**src/rtl/intx_router_pkg.sv**
```systemverilog
package intx_router_pkg;

    localparam int PINS_PER_DEV = 4;
    localparam int NUM_LINES    = 4;
    localparam int FOLD_LINES   = 2;

    localparam logic [1:0] SIZE_BYTE = 2'd0;

    typedef enum logic [2:0] {
        ACK_IDLE,
        ACK_STROBE,
        ACK_READ_DONE,
        ACK_WRITE_DONE,
        ACK_REJECT
    } ack_state_e;

endpackage

```
**src/rtl/intx_swizzle.sv**
```systemverilog
module intx_swizzle
    import intx_router_pkg::*;
#(
    parameter int NUM_DEV  = 4,
    parameter int DEVNUM_W = 5
) (
    input  logic [NUM_DEV*PINS_PER_DEV-1:0] dev_pins,
    input  logic [NUM_DEV*DEVNUM_W-1:0]     dev_num,
    output logic [NUM_LINES-1:0]            line_lvl
);

    logic [FOLD_LINES-1:0] contrib [NUM_DEV];
    logic [NUM_DEV-1:0]    unused_num_hi;

    for (genvar d = 0; d < NUM_DEV; d++) begin : g_dev
        logic [PINS_PER_DEV-1:0] pins;
        logic                    odd;

        assign pins = dev_pins[d*PINS_PER_DEV +: PINS_PER_DEV];
        assign odd  = dev_num[d*DEVNUM_W];
        assign unused_num_hi[d] = ^dev_num[d*DEVNUM_W +: DEVNUM_W];

        // even pins (A, C) land on the line matching the device parity
        assign contrib[d][0] = odd ? (pins[1] | pins[3]) : (pins[0] | pins[2]);
        assign contrib[d][1] = odd ? (pins[0] | pins[2]) : (pins[1] | pins[3]);
    end

    always_comb begin
        line_lvl = '0;
        for (int d = 0; d < NUM_DEV; d++) begin
            line_lvl[FOLD_LINES-1:0] = line_lvl[FOLD_LINES-1:0] | contrib[d];
        end
    end

endmodule

```
**src/rtl/intx_merge.sv**
```systemverilog
module intx_merge
    import intx_router_pkg::*;
(
    input  logic                 clk,
    input  logic                 rst_n,
    input  logic                 sep_mode,
    input  logic [NUM_LINES-1:0] line_lvl,
    output logic [NUM_LINES-1:0] irq_line,
    output logic                 irq_all
);

    always_ff @(posedge clk) begin
        if (!rst_n) begin
            irq_line <= '0;
            irq_all  <= 1'b0;
        end else if (sep_mode) begin
            irq_line <= line_lvl;
            irq_all  <= 1'b0;
        end else begin
            irq_line <= '0;
            irq_all  <= |line_lvl;
        end
    end

endmodule

```
**src/rtl/intx_ack_port.sv**
```systemverilog
module intx_ack_port
    import intx_router_pkg::*;
#(
    parameter logic [31:0] ACK_ADDR = 32'hBFFF_FFF0
) (
    input  logic        clk,
    input  logic        rst_n,
    input  logic        bus_req,
    input  logic        bus_we,
    input  logic [31:0] bus_addr,
    input  logic [1:0]  bus_size,
    input  logic [7:0]  bus_wdata,
    output logic [7:0]  bus_rdata,
    output logic        bus_rsp_valid,
    output logic        bus_rsp_err,
    output logic        ctl_ack_stb,
    input  logic [7:0]  ctl_vector
);

    ack_state_e state_q, state_d;
    logic       hit;
    logic [7:0] rdata_q;
    logic       unused_wdata;

    assign hit          = bus_req && (bus_addr == ACK_ADDR);
    assign unused_wdata = ^bus_wdata;

    always_ff @(posedge clk) begin
        if (!rst_n) state_q <= ACK_IDLE;
        else        state_q <= state_d;
    end

    always_comb begin
        state_d = state_q;
        unique case (state_q)
            ACK_IDLE: begin
                if (hit) begin
                    if (bus_size != SIZE_BYTE) state_d = ACK_REJECT;
                    else if (bus_we)           state_d = ACK_WRITE_DONE;
                    else                       state_d = ACK_STROBE;
                end
            end
            ACK_STROBE:     state_d = ACK_READ_DONE;
            ACK_READ_DONE:  state_d = ACK_IDLE;
            ACK_WRITE_DONE: state_d = ACK_IDLE;
            ACK_REJECT:     state_d = ACK_IDLE;
            default:        state_d = ACK_IDLE;
        endcase
    end

    always_ff @(posedge clk) begin
        if (!rst_n)                  rdata_q <= '0;
        else if (state_q == ACK_STROBE) rdata_q <= ctl_vector;
    end

    always_comb begin
        ctl_ack_stb   = 1'b0;
        bus_rsp_valid = 1'b0;
        bus_rsp_err   = 1'b0;
        unique case (state_q)
            ACK_IDLE:       ;
            ACK_STROBE:     ctl_ack_stb = 1'b1;
            ACK_READ_DONE:  bus_rsp_valid = 1'b1;
            ACK_WRITE_DONE: bus_rsp_valid = 1'b1;
            ACK_REJECT: begin
                bus_rsp_valid = 1'b1;
                bus_rsp_err   = 1'b1;
            end
            default:        ;
        endcase
    end

    assign bus_rdata = rdata_q;

endmodule

```
**src/rtl/intx_router.sv**
```systemverilog
module intx_router
    import intx_router_pkg::*;
#(
    parameter int          NUM_DEV  = 4,
    parameter int          DEVNUM_W = 5,
    parameter logic [31:0] ACK_ADDR = 32'hBFFF_FFF0
) (
    input  logic                            clk,
    input  logic                            rst_n,
    input  logic                            sep_mode,
    input  logic [NUM_DEV*PINS_PER_DEV-1:0] dev_pins,
    input  logic [NUM_DEV*DEVNUM_W-1:0]     dev_num,
    output logic [NUM_LINES-1:0]            irq_line,
    output logic                            irq_all,
    input  logic                            bus_req,
    input  logic                            bus_we,
    input  logic [31:0]                     bus_addr,
    input  logic [1:0]                      bus_size,
    input  logic [7:0]                      bus_wdata,
    output logic [7:0]                      bus_rdata,
    output logic                            bus_rsp_valid,
    output logic                            bus_rsp_err,
    output logic                            ctl_ack_stb,
    input  logic [7:0]                      ctl_vector
);

    logic [NUM_LINES-1:0] line_lvl;

    intx_swizzle #(
        .NUM_DEV (NUM_DEV),
        .DEVNUM_W(DEVNUM_W)
    ) u_swizzle (
        .dev_pins(dev_pins),
        .dev_num (dev_num),
        .line_lvl(line_lvl)
    );

    intx_merge u_merge (
        .clk     (clk),
        .rst_n   (rst_n),
        .sep_mode(sep_mode),
        .line_lvl(line_lvl),
        .irq_line(irq_line),
        .irq_all (irq_all)
    );

    intx_ack_port #(
        .ACK_ADDR(ACK_ADDR)
    ) u_ack (
        .clk          (clk),
        .rst_n        (rst_n),
        .bus_req      (bus_req),
        .bus_we       (bus_we),
        .bus_addr     (bus_addr),
        .bus_size     (bus_size),
        .bus_wdata    (bus_wdata),
        .bus_rdata    (bus_rdata),
        .bus_rsp_valid(bus_rsp_valid),
        .bus_rsp_err  (bus_rsp_err),
        .ctl_ack_stb  (ctl_ack_stb),
        .ctl_vector   (ctl_vector)
    );

endmodule

```
**config.mk**
```make
export PLATFORM = sky130hd
export DESIGN_NAME = intx_router
export DESIGN_NICKNAME = d
export VERILOG_FILES = /design/src/rtl/intx_router_pkg.sv /design/src/rtl/intx_swizzle.sv /design/src/rtl/intx_merge.sv /design/src/rtl/intx_ack_port.sv /design/src/rtl/intx_router.sv
export SDC_FILE = /design/constraint.sdc
export NUM_CORES = 1
export LEC_CHECK = 0
export CAP_MARGIN = 20
export CORE_ASPECT_RATIO = 1.4
export CORE_MARGIN = 1
export CORE_UTILIZATION = 22
export DETAILED_ROUTE_END_ITERATION = 16
export PLACE_DENSITY = 0.87
export SYNTH_ARGS = -nofsm -noshare
export SYNTH_HDL_FRONTEND = slang
export SYNTH_SLANG_ARGS = --single-unit
```
**constraint.sdc**
```tcl
create_clock -name clk -period 1.09 [get_ports clk]
set_clock_uncertainty 0.05 [all_clocks]
set_input_delay 0.2725 -clock clk [delete_from_list [all_inputs] [get_ports clk]]
set_output_delay 0.2725 -clock clk [all_outputs]
set_load 0.02 [all_outputs]
```
After elaboration in Yosys (flattened, before gate mapping)
Cells that the tools add are included.

word-level totals
  word-level logic and storage cells = 45
  flip-flop bits (word level) = 16
  input port bits = 91

cells by class
  equality and inequality tests = 6
  reduce and logical (&&, ||, !) cells = 7
  muxes and demuxes = 15
  bitwise gates (word level) = 12

operators by type and width
  operator                                                               number
  32-bit equality test, second input constant                            1
  1-bit 2-to-1 mux                                                       11
  1-bit OR                                                               8
  3-bit by 2-bit equality test with 1-bit output, second input constant  2
  3-bit 2-to-1 mux                                                       2
  2-bit OR                                                               3
  3-bit one-hot mux with 2 select lines                                  1
  2-bit OR reduction                                                     2
  3-bit by 1-bit equality test with 1-bit output, second input constant  1
  3-bit equality test, second input constant                             1
  3-bit logical NOT                                                      1
  3-bit OR reduction                                                     1
  2-bit 2-to-1 mux                                                       1
  2-bit by 1-bit != test with 1-bit output, second input constant        1
  2-bit AND reduction                                                    1
  2-bit nonzero test                                                     1
  1-bit logical AND                                                      1
  1-bit NOT                                                              1

Longest topological paths before layout
  depth in word-level cells = 6
  depth in mapped cells = 5

Modules after synthesis
Synthesis repeated with hierarchy kept, for this count alone.

second synthesis, totals
  cells, all modules = 97
  area total of the unflattened synthesis = 775.7 um2

by module, submodules not included
  module         instances  cells an instance  area each (um2)  seq. area each (um2)
  intx_ack_port  1          61                 495.5            220.2
  intx_merge     1          11                 140.1            100.1
  intx_swizzle   1          25                 140.1            0.0

Worst setup path before layout
No wires, ideal clock.

  path type = reg2out
  start point = register u_ack.state_q[2]
  end point = output port bus_rsp_valid
  cell stages (with the launch flop) = 4
  data required time = 767 ps
  setup slack = -409 ps
  arrival time = 1,176 ps
  path through = dfxtp_1 > inv_1 > nor3_1 > a21o_1

on the way
  longest elaborated chain between the ends = 3
  elaborated cells on any way between the ends = 5

RTL lines
  element                                                                                       line                 source
  from (decl)                                                                                   intx_ack_port.sv:20  ack_state_e state_q, state_d;
  from (signal assigned)                                                                        intx_ack_port.sv:30  else state_q <= state_d;
  3-bit by 2-bit equality test with 1-bit output / 3-bit equality test (equally long branches)  intx_ack_port.sv:60  unique case (state_q)
  3-bit OR reduction (no source line) (*)                                                       --
  1-bit 2-to-1 mux (*)                                                                          intx_ack_port.sv:60
  to (decl)                                                                                     intx_router.sv:21    output logic bus_rsp_valid,

Mark *: on every way between the ends. The rest lies on a longest branch, timed or not.

Final worst setup path
  start point = register u_ack.state_q[1]
  end point = output port bus_rsp_valid

The elaborated chain is that of the path after synthesis.

==> metrics <==
final period utilization 1.24; Synth Cell Area a little under 800 sq um; WL final 2370 um; Post-DRT Antenna Nets 0; gr usage total 0.134; CTS buffer count 3; Synth cell types 26; area share of the largest cell type after synthesis 0.365; Yosys warning total 0; Leak roughly 0.74 nW; Max Fclk between 700 and 800 MHz; die outline area 3740 sq um; hold path cells 5; RSZ-0062 raised after global routing true; worst path required time 0.77 ns; DR WL/cell about 10 um; pin count of the biggest net entering global routing 11; Critical Path AT 1.02 ns; share of cells above drive strength 1 0.289; status complete, but fails checks; hold endpoint u_ack.state_q[0]; Startpoint Class flop; max-cap violations 0; Top Usage Layer GRT met2; DR vias 1018; H-tree depth 1; Final Util 0.505; pre-CTS WS -0.507 ns; initial antenna violation count 0; cell count after synthesis 97; Iteration-0 DRC Markers 17; Worst VDD drop 0.481 mV; Final Max Tran Viols 0; R2R Path End u_ack.state_q[2]; fin crit period 1.35 ns; CP Class flop to primary output; CTS tree built; final worst slack -0.256 ns; gp weighted congestion ~0.70; crit end category primary output; drt via density 4.48; reg-to-reg setup timing slack -0.16 ns; Avg Cell Area, Syn 7.92 sq um; post-synthesis sequential area ratio 0.365; grt ovf 0; clock transition at the registers of the reported paths 0.06 ns; largest area contributor in the netlist dfxtp_1; synth top area cells dfxtp_1, nand2_1, a21boi_1; FF-to-FF path depth 5; r2r startpoint u_ack.state_q[2]; Fin Setup TNS -0.957 ns; # hold bufs at CTS 0; # diodes 0; Max clock buf depth 2; number of global-route vias before repair between 900 and 1000; Root Buffer clkbuf_8; hold violation count in the final report 0; Starting Density 0.230; grt met1 use 0.134; Clock Sinks 14; met3 Track Usage GR 0.0273; hold path startpoint bus_addr[17]; Ports 107; die outline height 71.9 um; synthesis-to-finish area growth 120%; CP Max Fanout 3; final setup violating endpoints 6; Worst Hold Class input pin to flop; placed cell areas around 1700 sq um; Clk Latency, worst-skew pair 0.24 ns; nets@finish 279; row cnt 25; Die Wd a little over 50 um; placed wire-length estimate 2020 um; first-pass GRT wire length 3860 um; post-route cell area 1690 sq um; GR Layer Usage met2 0.264; core box area 3350 sq um; final std cells w/o fill 227; Post-route DRC 0; IO buf count 80; first-pass iteration count of the detailed router 4; failing checks negative setup slack; pwr dens 783 nW/um^2; Seq cells post-synth 14; placed insts 223
## cell usage in the layout, fill, tap and decap left out, types with 2 or more instances in the layout
master           Yosys  final
buf_6                0      3
nor2_2               4      6
nor4_2               2      2
dlygate4sd2_1        0     39
dlymetal6s2s_1       0      2
inv_2                1      2
nor2_1               7      5
dfxtp_2              0      4
clkbuf_8             0      4
nor3_2               1      5
dfxtp_1             14     10
buf_2                0      5
buf_4                2     14
conb_1               1      2
nand4_1              7      7
o21bai_1             3      3
nand2_1             20     20
a21boi_1             8      8
clkdlybuf4s50_1      0     25
a21oi_2              0      2
o21ai_1              0      7
## power breakdown
group          total, mW  internal [mW]  switching (mW)
clock              0.507          0.320           0.188
sequential         0.519          0.518         0.00110
combinational      0.299          0.196           0.103
## worst max path at each step
stage                        to  cells past startpoint             start
2_1_floorplan     bus_rsp_valid                      2  u_ack.state_q[1]
5_1_grt           bus_rsp_valid                      4  u_ack.state_q[2]
3_3_place_gp    u_merge.irq_all                      5       dev_pins[7]
3_5_place_dp   u_ack.state_q[2]                      5      bus_addr[23]
6_report          bus_rsp_valid                      3  u_ack.state_q[1]
4_1_cts           bus_rsp_valid                      3  u_ack.state_q[1]
## worst max-delay path, cell delays in order, from the launching register on
cell     delay [ns]
dfxtp_2        0.34
nor3_4         0.20
a21o_1         0.12
buf_6          0.12
## what timing repair did
item                                    CTS  global route
pin swaps                                30             6
buffers inserted                          0             0
endpoints found under the setup margin   20            20
resized for setup                       119             9
## routing by layer
layer,part of all wire,vias to the layer above
met3,0.082,2
met1,0.33,438
met5,0,-
met2,0.58,55
li1,-,523
met4,0.0097,0
## logic make-up after synthesis
| logic type | share of synthesized area |
|---|---|
| flops | 0.365 |
| buf+inv | 0.0342 |
| other cells | 0.00488 |
| simple gates | 0.379 |
| compound gates | 0.217 |
## Yosys cell counts (all sizes together)
cell type	number
nor2	11
nand4	9
a21boi	8
o31ai	1
conb	1
dfxtp	14
inv	2
or3	1
nand2b	1
o21ai	8
clkbuf	1
nor3	6
o21bai	3
a21oi	3
nand2	21
and2	1
o2111ai	1
nor4	2
a21o	1
buf	2
## sequential cells by signal (all words and copies together), names as in the netlist
| signal | flops |
|---|---|
| u_merge.irq_line | 2 |
| u_ack.state_q | 3 |
| u_ack.bus_rdata | 8 |
| u_merge.irq_all | 1 |
## cell type report
class / instances / area, sq um
tap: 40 / 50.0
timing repair buffer: 88 / 781
sequential: 14 / 285
clock buffer: 4 / 55.1
multi-input combinational: 79 / 513
inverter: 2 / 7.51
fill: 326 / 1660
## per-stage QoR
stage                     total power, mW  hold WS [ns]
after detailed placement            0.872         0.396
after floorplan                     0.603         0.357
after global placement              0.866         0.390
final                                1.32         0.397
after global routing                 1.40         0.424
after CTS                            1.34         0.402
(Power assumes the default switching activity.)
